--- src/rtl/kwdt_pkg.sv ---
package kwdt_pkg;

    localparam int unsigned DATA_W_DEF = 8;
    localparam int unsigned CNT_W_DEF  = 8;

    localparam logic [7:0] KEY_A_DEF = 8'h1E;
    localparam logic [7:0] KEY_B_DEF = 8'hE1;

    // control field positions (the bench and software decode these)
    localparam int unsigned BIT_RUN     = 0;
    localparam int unsigned BIT_REFRESH = 1;
    localparam int unsigned BIT_EXPIRED = 7;

    typedef enum logic [1:0] {
        LK_IDLE  = 2'd0,
        LK_FIRST = 2'd1,
        LK_OPEN  = 2'd2
    } lock_e;

    typedef enum logic [1:0] {
        ADDR_CTRL  = 2'd0,
        ADDR_KEY   = 2'd1,
        ADDR_COUNT = 2'd2,
        ADDR_NONE  = 2'd3
    } addr_e;

    typedef struct packed {
        logic       expired;
        logic [4:0] rsv;
        logic       refresh;
        logic       run;
    } ctrl_view_t;

    // next unlock state after a key-register write
    function automatic lock_e lock_step(lock_e cur, logic [7:0] val,
                                       logic [7:0] ka, logic [7:0] kb);
        lock_e nxt;
        case (cur)
            LK_FIRST: nxt = (val == kb) ? LK_OPEN : LK_IDLE;
            default:  nxt = (val == ka) ? LK_FIRST : LK_IDLE;
        endcase
        return nxt;
    endfunction

endpackage

--- src/rtl/kwdt_unlock.sv ---
module kwdt_unlock
    import kwdt_pkg::*;
#(
    parameter int unsigned DATA_W = DATA_W_DEF,
    parameter logic [7:0]  KEY_A  = KEY_A_DEF,
    parameter logic [7:0]  KEY_B  = KEY_B_DEF
) (
    input  logic              clk,
    input  logic              rst,
    input  logic              key_wr,
    input  logic              ctrl_wr,
    input  logic [DATA_W-1:0] wdata,
    output lock_e             state_o,
    output logic              open_o
);

    lock_e state_q;

    always_ff @(posedge clk) begin
        if (rst) begin
            state_q <= LK_IDLE;
        end else if (key_wr) begin
            state_q <= lock_step(state_q, wdata[7:0], KEY_A, KEY_B);
        end else if (ctrl_wr && state_q == LK_OPEN) begin
            state_q <= LK_IDLE;
        end
    end

    assign state_o = state_q;
    assign open_o  = (state_q == LK_OPEN);

    // one guarded write consumes the unlock
    assert_unlock_consumed_R5: assert property (@(posedge clk) disable iff (rst)
        (ctrl_wr && !key_wr && state_q == LK_OPEN) |=> state_q == LK_IDLE);

    // a wrong second byte drops back to idle
    assert_bad_second_key_R3: assert property (@(posedge clk) disable iff (rst)
        (key_wr && state_q == LK_FIRST && wdata[7:0] != KEY_B) |=> state_q == LK_IDLE);

    // correct second byte opens
    assert_good_second_key_R2: assert property (@(posedge clk) disable iff (rst)
        (key_wr && state_q == LK_FIRST && wdata[7:0] == KEY_B) |=> state_q == LK_OPEN);

endmodule

--- src/rtl/kwdt_ctrl.sv ---
module kwdt_ctrl
    import kwdt_pkg::*;
(
    input  logic clk,
    input  logic rst,
    input  logic ctrl_wr,
    input  logic open_i,
    input  logic wr_run,
    input  logic wr_refresh,
    input  logic wr_clear,
    input  logic wrap_i,
    output logic run_o,
    output logic refresh_o,
    output logic expired_o
);

    logic accept;
    logic run_q;
    logic expired_q;

    assign accept    = ctrl_wr && open_i;
    assign refresh_o = accept && wr_refresh;

    always_ff @(posedge clk) begin
        if (rst) begin
            run_q     <= 1'b0;
            expired_q <= 1'b0;
        end else begin
            if (accept) begin
                run_q <= wr_run;
            end
            if (wrap_i) begin
                expired_q <= 1'b1;
            end else if (accept && wr_clear) begin
                expired_q <= 1'b0;
            end
        end
    end

    assign run_o     = run_q;
    assign expired_o = expired_q;

    // a locked control write changes nothing
    assert_locked_run_stable_R4: assert property (@(posedge clk) disable iff (rst)
        (ctrl_wr && !open_i) |=> $stable(run_q));

    // flag stays set unless an accepted clear arrives
    assert_flag_sticky_R8: assert property (@(posedge clk) disable iff (rst)
        (expired_q && !(accept && wr_clear)) |=> expired_q);

    // a wrap always leaves the flag set
    assert_wrap_sets_flag_R8: assert property (@(posedge clk) disable iff (rst)
        wrap_i |=> expired_q);

endmodule

--- src/rtl/kwdt_counter.sv ---
module kwdt_counter
    import kwdt_pkg::*;
#(
    parameter int unsigned CNT_W = CNT_W_DEF
) (
    input  logic             clk,
    input  logic             rst,
    input  logic             run_i,
    input  logic             tick_i,
    input  logic             clear_i,
    output logic [CNT_W-1:0] count_o,
    output logic             wrap_o,
    output logic             pulse_o
);

    localparam logic [CNT_W-1:0] CNT_MAX = {CNT_W{1'b1}};

    logic [CNT_W-1:0] cnt_q;
    logic             pulse_q;
    logic             step;

    assign step   = run_i && tick_i && !clear_i;
    assign wrap_o = step && (cnt_q == CNT_MAX);

    always_ff @(posedge clk) begin
        if (rst) begin
            cnt_q   <= '0;
            pulse_q <= 1'b0;
        end else begin
            pulse_q <= wrap_o;
            if (clear_i) begin
                cnt_q <= '0;
            end else if (step) begin
                cnt_q <= cnt_q + 1'b1;
            end
        end
    end

    assign count_o = cnt_q;
    assign pulse_o = pulse_q;

    // the reset request lasts one cycle
    assert_pulse_one_cycle_R7: assert property (@(posedge clk) disable iff (rst)
        pulse_q |=> !pulse_q);

    // wrap gives a zero count and a request
    assert_wrap_to_zero_R7: assert property (@(posedge clk) disable iff (rst)
        (run_i && tick_i && !clear_i && cnt_q == CNT_MAX) |=> (pulse_q && cnt_q == '0));

    // stopped or idle counter holds
    assert_hold_when_idle_R6: assert property (@(posedge clk) disable iff (rst)
        ((!run_i || !tick_i) && !clear_i) |=> $stable(cnt_q));

    // running tick advances by one
    assert_step_by_one_R6: assert property (@(posedge clk) disable iff (rst)
        (run_i && tick_i && !clear_i && cnt_q != CNT_MAX) |=> cnt_q == $past(cnt_q) + 1'b1);

    // refresh clears regardless of tick
    assert_refresh_clears_R9: assert property (@(posedge clk) disable iff (rst)
        clear_i |=> cnt_q == '0);

endmodule

--- src/rtl/kwdt_top.sv ---
module kwdt_top
    import kwdt_pkg::*;
#(
    parameter int unsigned DATA_W = DATA_W_DEF,
    parameter int unsigned CNT_W  = CNT_W_DEF,
    parameter logic [7:0]  KEY_A  = KEY_A_DEF,
    parameter logic [7:0]  KEY_B  = KEY_B_DEF
) (
    input  logic              clk,
    input  logic              rst,
    input  logic              wdt_tick,
    input  logic [1:0]        reg_addr,
    input  logic              reg_wr,
    input  logic [DATA_W-1:0] reg_wdata,
    output logic [DATA_W-1:0] reg_rdata,
    output logic              wdt_reset_req
);

    lock_e            lk_state;
    logic             lk_open;
    logic             key_wr;
    logic             ctrl_wr;
    logic             run;
    logic             refresh;
    logic             expired;
    logic             wrap;
    logic [CNT_W-1:0] count;
    ctrl_view_t       ctrl_view;

    assign key_wr  = reg_wr && (addr_e'(reg_addr) == ADDR_KEY);
    assign ctrl_wr = reg_wr && (addr_e'(reg_addr) == ADDR_CTRL);

    kwdt_unlock #(
        .DATA_W (DATA_W),
        .KEY_A  (KEY_A),
        .KEY_B  (KEY_B)
    ) u_unlock (
        .clk     (clk),
        .rst     (rst),
        .key_wr  (key_wr),
        .ctrl_wr (ctrl_wr),
        .wdata   (reg_wdata),
        .state_o (lk_state),
        .open_o  (lk_open)
    );

    kwdt_ctrl u_ctrl (
        .clk        (clk),
        .rst        (rst),
        .ctrl_wr    (ctrl_wr),
        .open_i     (lk_open),
        .wr_run     (reg_wdata[BIT_RUN]),
        .wr_refresh (reg_wdata[BIT_REFRESH]),
        .wr_clear   (reg_wdata[BIT_EXPIRED]),
        .wrap_i     (wrap),
        .run_o      (run),
        .refresh_o  (refresh),
        .expired_o  (expired)
    );

    kwdt_counter #(
        .CNT_W (CNT_W)
    ) u_counter (
        .clk     (clk),
        .rst     (rst),
        .run_i   (run),
        .tick_i  (wdt_tick),
        .clear_i (refresh),
        .count_o (count),
        .wrap_o  (wrap),
        .pulse_o (wdt_reset_req)
    );

    always_comb begin
        ctrl_view         = '0;
        ctrl_view.run     = run;
        ctrl_view.expired = expired;
    end

    always_comb begin
        case (addr_e'(reg_addr))
            ADDR_CTRL:  reg_rdata = DATA_W'(ctrl_view);
            ADDR_KEY:   reg_rdata = DATA_W'(lk_state);
            ADDR_COUNT: reg_rdata = DATA_W'(count);
            default:    reg_rdata = '0;
        endcase
    end

    // no request while or right after reset
    assert_reset_quiet_R1: assert property (@(posedge clk)
        rst |=> !wdt_reset_req);

endmodule

--- config.mk ---
export PLATFORM = sky130hd
export DESIGN_NAME = kwdt_top
export DESIGN_NICKNAME = d
export VERILOG_FILES = /design/src/rtl/kwdt_pkg.sv /design/src/rtl/kwdt_unlock.sv /design/src/rtl/kwdt_ctrl.sv /design/src/rtl/kwdt_counter.sv /design/src/rtl/kwdt_top.sv
export SDC_FILE = /design/constraint.sdc
export NUM_CORES = 1
export LEC_CHECK = 0
export BUFFER_PORTS_ARGS = -buffer_cell sky130_fd_sc_hd__buf_2
export CAP_MARGIN = 20
export CELL_PAD_IN_SITES_DETAIL_PLACEMENT = 2
export CELL_PAD_IN_SITES_GLOBAL_PLACEMENT = 2
export CORE_MARGIN = 5
export CORE_UTILIZATION = 25
export DETAILED_ROUTE_END_ITERATION = 6
export PLACE_DENSITY_LB_ADDON = 0.05
export SLEW_MARGIN = 20
export SYNTH_ARGS = -nofsm -noshare
export SYNTH_HDL_FRONTEND = slang
export SYNTH_SLANG_ARGS = --single-unit
--- constraint.sdc ---
create_clock -name clk -period 1.21 [get_ports clk]
set_clock_uncertainty 0.1 [all_clocks]
set_input_delay 0.121 -clock clk [delete_from_list [all_inputs] [get_ports clk]]
set_output_delay 0.121 -clock clk [all_outputs]
set_load 0.05 [all_outputs]
==> metrics.csv, run 1 <==
metric;value;unit
initial antenna violation count;0;
dpl ws;-0.193;ns
sequential area share after synthesis;0.355;
DR vias/cell;5.16;
DRT iter0 DRCs;39;
first-pass GRT wire length;4.90;mm
Hold Startpoint;reg_wdata[4];
Setup crit end kind;output port;
FF+latch area;289;um^2
Worst EP required;0.99;ns
PD cells;593;mW/mm^2
cell row count;19;
DRT Pass-1 Iters;4;
Post-Syn Area;733;um^2
failing checks;negative setup slack;
die height;64.2;um
GRT overflow;0;
layout filler cell count;308;
clk slew on worst S/H paths;0.09;ns
final WL;3.03;mm
DRC violations left;0;
RSZ-0062 raised after global routing;true;
share of the synthesized area in the top cell type;0.355;
dominant cell type by area after synthesis;dfxtp_1;
core area;0.00278;mm^2
Starting Density;0.264;
status;finished with violations;
synthesized flop and latch total;13;
R2R Path Start;u_counter.count_o[1]$_SDFFE_PP0P_;
WS Path Type;register to output port;
Yosys cell types;34;
critical path's slowest cell;dfxtp_4;
syn nets;103;
final hold violations;0;
Post-layout nets;156;
worst ir drop on vdd;0.000428;V
Ys Warns;0;
Worst Setup Slack, final;-0.173;ns
share of cells above drive strength 1;0.629;
boundary pin count;23;
Pins Over Slew Limit;0;
worst hold path type;primary input to register;
crit-path cells;buf_4, mux2i_4, o21ai_2, buf_6;
Tcrit/Tclk final;1.14;
Synth area leaders;dfxtp_1, a21oi_1, nand3_1, nand2_1, and2_1;
max_slew headroom;0.742;
CP Launch Type;register;
Area growth syn-to-layout;84.1;%
Port-buffer cells;22;
Avg WL per Cell;17.7;um
Num Clock Sinks;13;
max-cap violations;0;
CTS root buf;clkbuf_4;
via count;882;
critical path fanouts, max;4;
die area;0.00412;mm^2
CTS tree;done;
htree depth;1;
Worst-Skew Late Latency;0.28;ns
Max Freq;0.723;GHz
Critical Path AT;1.16;ns
Final setup viols;13;
worst slew pin tran;0.381;ns
Leak;0.525;nW
average size of a mapped cell;8.33;um^2
placed wire-length estimate;2.13;mm
CTS max path bufs;2;
hold_ws;0.0289;ns
Critical Path Source;u_ctrl.run_o$_SDFFE_PP0N_;
Placer Congestion;0.700;
Tmin final;1.38;ns
Routed Antenna Nets;0;
largest net degree at the start of global routing;11;
die width;64.2;um
vias in the first global route;989;
footprint of the multi-input gates;564;um^2
max incr delay on CP;0.37;ns
GRT Total Usage;0.147;
Num CTS Buffers;3;
Synth Instances;88;
Inserted Diodes;0;
flip-flops by register name (all words and copies together) (netlist names):
register	cells
u_counter.count_o	8
u_counter.pulse_o	1
u_ctrl.expired_o	1
u_ctrl.run_o	1
u_unlock.state_o	2
Yosys cell counts:
cell type,instances
a21bo_2,1
a21oi_1,8
a311o_1,1
a31o_2,1
and2_1,4
and3b_1,1
and4b_1,1
buf_2,1
buf_6,1
dfxtp_1,13
ha_1,1
inv_1,5
mux2i_1,2
nand2_1,8
nand2b_1,1
nand3_1,6
nand3_2,1
nand4_1,2
nor2_1,5
nor2b_1,2
nor3_1,1
nor4b_1,1
nor4b_2,1
nor4bb_1,2
o2111ai_1,1
o211ai_1,1
o21ai_0,4
o21ai_1,1
o2bb2ai_1,1
o31ai_1,2
or3_1,3
or3_2,1
or4_1,2
xor2_1,2
per-layer routing:
metal / global-route usage / wire length [um] / up-vias
met2: 0.263 / 1580 / 19
met3: 0.0350 / 122 / 4
li1: - / - / 431
met1: 0.173 / 1290 / 428
met4: 0.0458 / 36 / 0
met5: 0 / 0 / -
power by group:
| part | leakage [nW] | internal (W) | switching [W] |
|---|---|---|---|
| combinational | 0.398 | 0.0000429 | 0.0000533 |
| sequential | 0.112 | 0.000414 | 0.0000000239 |
| clock | 0.0150 | 0.000128 | 0.000163 |
| total | 0.525 | 0.000584 | 0.000216 |
kinds of logic after synthesis:
kind of cell               synth area share
and+or+nand+nor                       0.346
AOI/OAI and AO/OA                     0.183
DFF                                   0.355
buffers and inverters                0.0478
xor gates and xnor gates             0.0239
muxes                                0.0273
adders and majority gates            0.0171
stage by stage:
stage	utilization	TNS [ns]	instances	power, W	instance area (um^2)
floorplan	-	-0.146	88	0.000467	777
global placement	0.376	-0.615	157	0.000520	1040
detailed placement	0.376	-0.971	157	0.000521	1040
CTS	0.443	-1.35	167	0.000816	1230
global route	0.485	-2.33	171	0.000845	1350
finish	0.485	-1.30	171	0.000800	1350
critical path, delay by kind of cell (launching register included):
family / cells / cell delay (ns)
AO/OA/AOI/OAI: 1 / 0.07
buffers and inverters: 2 / 0.30
flip-flops: 1 / 0.37
multiplexers: 1 / 0.14
worst paths after layout:
path / slack (ns) / cells after the start / to
worst max-delay path: -0.17 / 4 / reg_rdata[0]
worst min-delay path: 0.03 / 4 / u_unlock.state_o[1]$_SDFFE_PP0P_
worst max register to register: -0.16 / 4 / u_ctrl.expired_o$_SDFFE_PP0P_
worst min register to register: 0.43 / 2 / u_counter.count_o[7]$_SDFFE_PP0P_
cell type report:
class	instances	share of cell area
well taps	31	0.0287
multi-input cells	68	0.418
flip-flops and latches	13	0.214
repair buffers	50	0.304
inverters	5	0.0158
clock buffers	4	0.0195
layout by cell type (no fill, tap or decap), types with 3 or more instances in the layout:
cell | netlist | final
buf_4 | 0 | 20
buf_2 | 1 | 14
buf_6 | 1 | 12
a21oi_1 | 8 | 6
dfxtp_4 | 0 | 6
nand2_1 | 8 | 5
nand3_1 | 6 | 5
dfxtp_2 | 0 | 5
inv_1 | 5 | 4
nor2_1 | 5 | 4
and2_4 | 0 | 3
nand2_2 | 0 | 3
o21ai_0 | 4 | 3
clkbuf_4 | 0 | 3
buf_8 | 0 | 3
repair_timing:
action                                  CTS  global route
endpoints found under the setup margin   18            20
hold endpoints to repair                  2             0
hold buffers                              1             0
setup buffers                             5             4
cloned                                    0             0
pin swaps                                 4             7
gates resized for setup                  39            21
Power figures use the tool's default switching activity.
==> run 2, diff against run 1 <==
- BUFFER_PORTS_ARGS: -buffer_cell sky130_fd_sc_hd__buf_2 -> -buffer_cell sky130_fd_sc_hd__buf_4
==> run 2 against run 1 <==
The flow still finishes with violations (negative setup slack); utilization is 0.58 points higher; critical path depth unchanged; flip-flop and latch count stayed put; combinational power up 20%; non-clock buffer count shrank 5; worst setup slack worse by 0.014 ns; register-to-register slack got worse by 0.03 ns; clock-buffer cell count did not move; worst hold slack worse by 0.0072 ns; routed wire length rose by 10%; via count rose by 1.0%; final cell count is 2.3% lower.
==> metrics.csv, run 2 (same netlist as run 1, synthesis figures left out) <==
metric;value;unit;change
DRT iter0 DRCs;12;;-69%
Port-buffer cells;22;;unchanged
Net Sw Frac;0.270;;about the same
Largest register FFs;8;;unchanged
internal power;0.000597;W;+2.1%
die area;0.00412;mm^2;unchanged
status;finished with violations;;
placed wire-length estimate;2.13;mm;about the same
R2R Path Start;u_counter.count_o[0]$_SDFFE_PP0P_;;
worst slew pin tran;0.346;ns;-0.0354 ns
Reg power frac;0.506;;-0.011
CTS tree;done;;
RSZ-0062 raised after global routing;true;;
Critical Path AT;1.52;ns;+0.36 ns
Reg2Reg Depth;4;;unchanged
vias in the first global route;1019;;+3.0%
most frequent cells in the layout;buf_4, buf_6, nand2_1, dfxtp_4;;
final hold violations;0;;unchanged
Pins Over Slew Limit;0;;unchanged
WS Path Type;register to register;;
setup TNS;-1.62;ns;-0.317 ns
sw power;0.000221;W;+2.2%
Setup crit end;u_counter.count_o[4]$_SDFFE_PP0P_;;
Post-layout nets;152;;-2.6%
Num Clock Sinks;13;;unchanged
Max Freq;0.715;GHz;-1.0%
Setup crit end kind;register;;
core area;0.00278;mm^2;unchanged
Placer Congestion;0.776;;+11%
htree depth;1;;unchanged
Starting Density;0.264;;unchanged
via count;891;;+1.0%
die height;64.2;um;unchanged
failing checks;negative setup slack;;
largest net degree at the start of global routing;11;;unchanged
Routed Antenna Nets;0;;unchanged
most common cell after layout, fill and taps aside;buf_4;;
Final setup viols;20;;+7
GRT overflow;0;;unchanged
Design Power;0.000817;W;+2.1%
CP Launch Type;register;;
Post-Layout Inst Area;0.00137;mm^2;+1.2%
cell row count;19;;unchanged
Worst Setup Slack, final;-0.188;ns;-0.0144 ns
boundary pin count;23;;unchanged
Tcrit/Tclk final;1.16;;+0.0119
Critical Path Source;u_counter.count_o[0]$_SDFFE_PP0P_;;
clk slew on worst S/H paths;0.09;ns;about the same
Worst EP required;1.33;ns;+0.34 ns
Area growth syn-to-layout;86.3;%;
Tmin final;1.40;ns;+0.0144 ns
Num CTS Buffers;3;;unchanged
combinational share of power;0.140;;+0.020
worst ir drop on vdd;0.000460;V;+7.4%
critical path fanouts, max;5;;+1
met2 wire len;1.72;mm;+8.3%
hold_ws;0.0217;ns;-0.00719 ns
crit-path cells;ha_4, nand4_1, or3_1, a21oi_2;;
Leak;0.519;nW;-1.2%
max-cap violations;0;;unchanged
max incr delay on CP;0.42;ns;+0.05 ns
Inserted Diodes;0;;unchanged
critical path's slowest cell;or3_1;;
PD cells;598;mW/mm^2;+0.93%
share of cells above drive strength 1;0.625;;-0.00357
CTS max path bufs;2;;unchanged
max_slew headroom;0.766;;+0.0239
DR vias/cell;5.34;;+3.4%
initial antenna violation count;0;;unchanged
Avg WL per Cell;20.0;um;+13%
Metal-1 WL;1.33;mm;+2.8%
WL met3;164;um;+34%
GRT Total Usage;0.153;;+0.00549
worst hold path type;primary input to register;;
flop2flop setup slack;-0.19;ns;-0.03 ns
final WL;3.34;mm;+10%
layout filler cell count;292;;-5.2%
DRC violations left;0;;unchanged
DRT Pass-1 Iters;4;;unchanged
top routing layer used;met4;;
Hold Startpoint;reg_wdata[4];;
first-pass GRT wire length;4.94;mm;+0.84%
RR Endpoint;u_counter.count_o[4]$_SDFFE_PP0P_;;
dpl cell area;0.00109;mm^2;+4.6%
die width;64.2;um;unchanged
Clk pwr share;0.354;;-0.009
Worst-Skew Late Latency;0.28;ns;about the same
CTS root buf;clkbuf_4;;
==> run 2: cell count changes in the layout (fill, tap and decap cells not counted), sizes merged <==
| cell | before | now |
|---|---|---|
| buf | 49 | 44 |
| a31o | 1 | 2 |
==> run 2: worst min-delay path by stage <==
stage          slack, ns  cells after the start                          endpoint
6_report            0.02                      4  u_unlock.state_o[1]$_SDFFE_PP0P_
5_1_grt             0.01                      3         u_ctrl.run_o$_SDFFE_PP0N_
4_1_cts             0.02                      3         u_ctrl.run_o$_SDFFE_PP0N_
3_5_place_dp        0.24                      2         u_ctrl.run_o$_SDFFE_PP0N_
3_3_place_gp        0.24                      2         u_ctrl.run_o$_SDFFE_PP0N_
2_1_floorplan       0.08                      1         u_ctrl.run_o$_SDFFE_PP0N_
==> run 2: layer usage <==
metal	vias up	global-route usage
li1	427	-
met1	427	0.167
met2	26	0.273
met3	11	0.0420
met4	0	0.0687
met5	-	0
==> run 2: repair_timing <==
item | 4_1_cts | 5_1_grt
resized for setup | 39 | 18
buffers inserted | 1 | 5
pin swaps | 4 | 9
endpoints found under the hold margin | 2 | 0
cloned | 0 | 1
hold buffers | 1 | 0
endpoints found under the setup margin | 18 | 20
==> run 2: worst max-delay path: cells and delay by family, from the launching register on <==
| family | cells | cell delay, ns |
|---|---|---|
| flops | 1 | 0.37 |
| simple gates | 2 | 0.59 |
| fa+ha+maj | 1 | 0.13 |
| compound gates | 1 | 0.14 |
==> run 2: layout make-up <==
cell class,instances,area (um^2),share of cell area
Tap cell,31,38.8,0.0284
Multi-Input combinational cell,69,572,0.418
Timing Repair Buffer,45,419,0.307
Inverter,5,21.3,0.0156
Clock buffer,4,26.3,0.0192
Sequential cell,13,289,0.212
==> run 2: through the flow <==
stage	setup WS (ns)	utilization	std cells
floorplan	-0.0655	-	88
global placement	-0.132	0.393	156
detailed placement	-0.155	0.393	156
CTS	-0.165	0.452	162
global route	-0.284	0.491	167
finish	-0.188	0.491	167
==> run 2: power groups by stage <==
stage                     sequential [W]  clock, W  combinational (W)
after global routing            0.000414  0.000331           0.000122
after floorplan                 0.000437         0          0.0000292
after CTS                       0.000418  0.000293           0.000102
final                           0.000414  0.000289           0.000115
after detailed placement        0.000437         0          0.0000956
after global placement          0.000437         0          0.0000927
==> run 3, diff against run 2 <==
- SETUP_SLACK_MARGIN: default -> 0.2
==> run 3 against run 2 <==
The run still ends with negative setup slack left; sequential share of layout area down 1.4 points; non-clock buffer count is 5 higher; cell area up 7.3%; largest power group unchanged.
==> metrics.csv, run 3 (same netlist as run 1, synthesis figures left out) <==
metric;value;unit;change
status;finished with violations;;
failing checks;negative setup slack;;
R2R Path Start;u_counter.count_o[2]$_SDFFE_PP0P_;;
Num CTS Buffers;3;;unchanged
Worst EP required;1.32;ns;about the same
largest net degree at the start of global routing;11;;unchanged
Inserted Diodes;0;;unchanged
Area growth syn-to-layout;100;%;
crit-path cells;nand3_2, or4_1, a21oi_1;;
GRT overflow;0;;unchanged
most common cell after layout, fill and taps aside;buf_4;;
htree depth;1;;unchanged
share of cells above drive strength 1;0.686;;+0.0607
dpl cell area;0.00114;mm^2;+4.6%
Critical Path AT;1.50;ns;-0.02 ns
Starting Density;0.264;;unchanged
max-cap violations;0;;unchanged
RSZ-0062 raised after global routing;true;;
placed wire-length estimate;2.15;mm;+0.87%
CP Launch Type;register;;
die width;64.2;um;unchanged
die area;0.00412;mm^2;unchanged
critical path's slowest cell;or4_1;;
Tmin final;1.38;ns;-0.0148 ns
Largest register FFs;8;;unchanged
Final setup viols;18;;-10%
Num Clock Sinks;13;;unchanged
final WL;3.12;mm;-6.5%
Avg WL per Cell;18.3;um;-8.7%
Placer Congestion;0.758;;-2.3%
WS Path Type;register to register;;
Worst-Skew Late Latency;0.29;ns;about the same
Routed Antenna Nets;0;;unchanged
critical path fanouts, max;6;;+1
delay-heaviest family, CP;simple AND/OR/NAND/NOR gates;;
dpl ws;-0.167;ns;-0.0119 ns
Setup crit end kind;register;;
Post-layout nets;156;;+2.6%
worst slew pin tran;0.373;ns;+0.0267 ns
Pins Over Slew Limit;0;;unchanged
Buf+Inv Stages, Crit Path;0;;unchanged
DR vias/cell;5.19;;-2.7%
Tcrit/Tclk final;1.14;;-0.0122
Worst Setup Slack, final;-0.173;ns;+0.0148 ns
first-pass GRT wire length;5.38;mm;+8.8%
most frequent cells in the layout;buf_4, buf_6, buf_8, dfxtp_4, dfxtp_2;;
Leak;0.572;nW;+10%
DRC violations left;0;;unchanged
Port-buffer cells;22;;unchanged
final hold violations;0;;unchanged
DRT iter0 DRCs;10;;-2
Max Freq;0.723;GHz;+1.1%
CTS max path bufs;2;;unchanged
Hold Startpoint;reg_wr;;
max incr delay on CP;0.53;ns;+0.11 ns
PD cells;560;mW/mm^2;-6.4%
max_slew headroom;0.748;;-0.0181
setup TNS;-1.74;ns;-0.120 ns
CTS root buf;clkbuf_4;;
worst ir drop on vdd;0.000510;V;+11%
via count;888;;-0.34%
die height;64.2;um;unchanged
core area;0.00278;mm^2;unchanged
cell row count;19;;unchanged
hold_ws;0.0206;ns;-0.00107 ns
CTS tree;done;;
boundary pin count;23;;unchanged
Critical Path Source;u_counter.count_o[2]$_SDFFE_PP0P_;;
Post-Layout Inst Area;0.00147;mm^2;+7.3%
Design Power;0.000821;W;+0.46%
clk slew on worst S/H paths;0.09;ns;about the same
GRT Total Usage;0.168;;+0.0153
initial antenna violation count;0;;unchanged
DRT Pass-1 Iters;2;;-2
worst hold path type;primary input to register;;
vias in the first global route;1038;;+1.9%
## run 3: worst paths after layout
path / to / slack (ns) / cells past startpoint
setup / recovery: u_counter.count_o[5]$_SDFFE_PP0P_ / -0.17 / 3
hold / removal: u_ctrl.run_o$_SDFFE_PP0N_ / 0.02 / 3
setup reg to reg: u_counter.count_o[5]$_SDFFE_PP0P_ / -0.17 / 3
hold reg to reg: u_counter.count_o[7]$_SDFFE_PP0P_ / 0.43 / 2
## run 3: power by group
group / switching, W / total [W] / leakage, nW / internal, W
combinational: 0.0000580 / 0.000115 / 0.444 / 0.0000574
clock: 0.000164 / 0.000292 / 0.0150 / 0.000128
sequential: 0.0000000197 / 0.000414 / 0.113 / 0.000414
## run 3: repair_timing
item / 4_1_cts / 5_1_grt
hold endpoints to repair: 2 / 0
buffers inserted: 4 / 3
pin swaps: 8 / 6
hold buffers: 2 / 0
gates resized for setup: 48 / 11
setup endpoints to repair: 22 / 22
## run 3: worst register-to-register path: cells and delay by family (launching register included)
| family | cells | cell delay, ns |
|---|---|---|
| AND/OR/NAND/NOR | 2 | 0.67 |
| flip-flops | 1 | 0.37 |
| AO/OA/AOI/OAI | 1 | 0.17 |
## run 3: through the flow
| stage | util | std cells |
|---|---|---|
| floorplan | - | 88 |
| global placement | 0.411 | 158 |
| detailed placement | 0.411 | 158 |
| CTS | 0.502 | 168 |
| global route | 0.527 | 171 |
| finish | 0.527 | 171 |
## run 3: cell type report
| cell class | instances | area, um^2 |
|---|---|---|
| Fill cell | 295 | 1320 |
| Sequential cell | 13 | 290 |
| Tap cell | 31 | 38.8 |
| Timing Repair Buffer | 50 | 470 |
| Multi-Input combinational cell | 68 | 617 |
| Inverter | 5 | 23.8 |
| Clock buffer | 4 | 26.3 |
## run 3: per-layer routing
metal	routed length [um]	up-vias	track usage
met3	95	4	0.0263
met2	1730	16	0.319
li1	-	428	-
met4	40	0	0.0763
met5	0	-	0
met1	1250	440	0.179
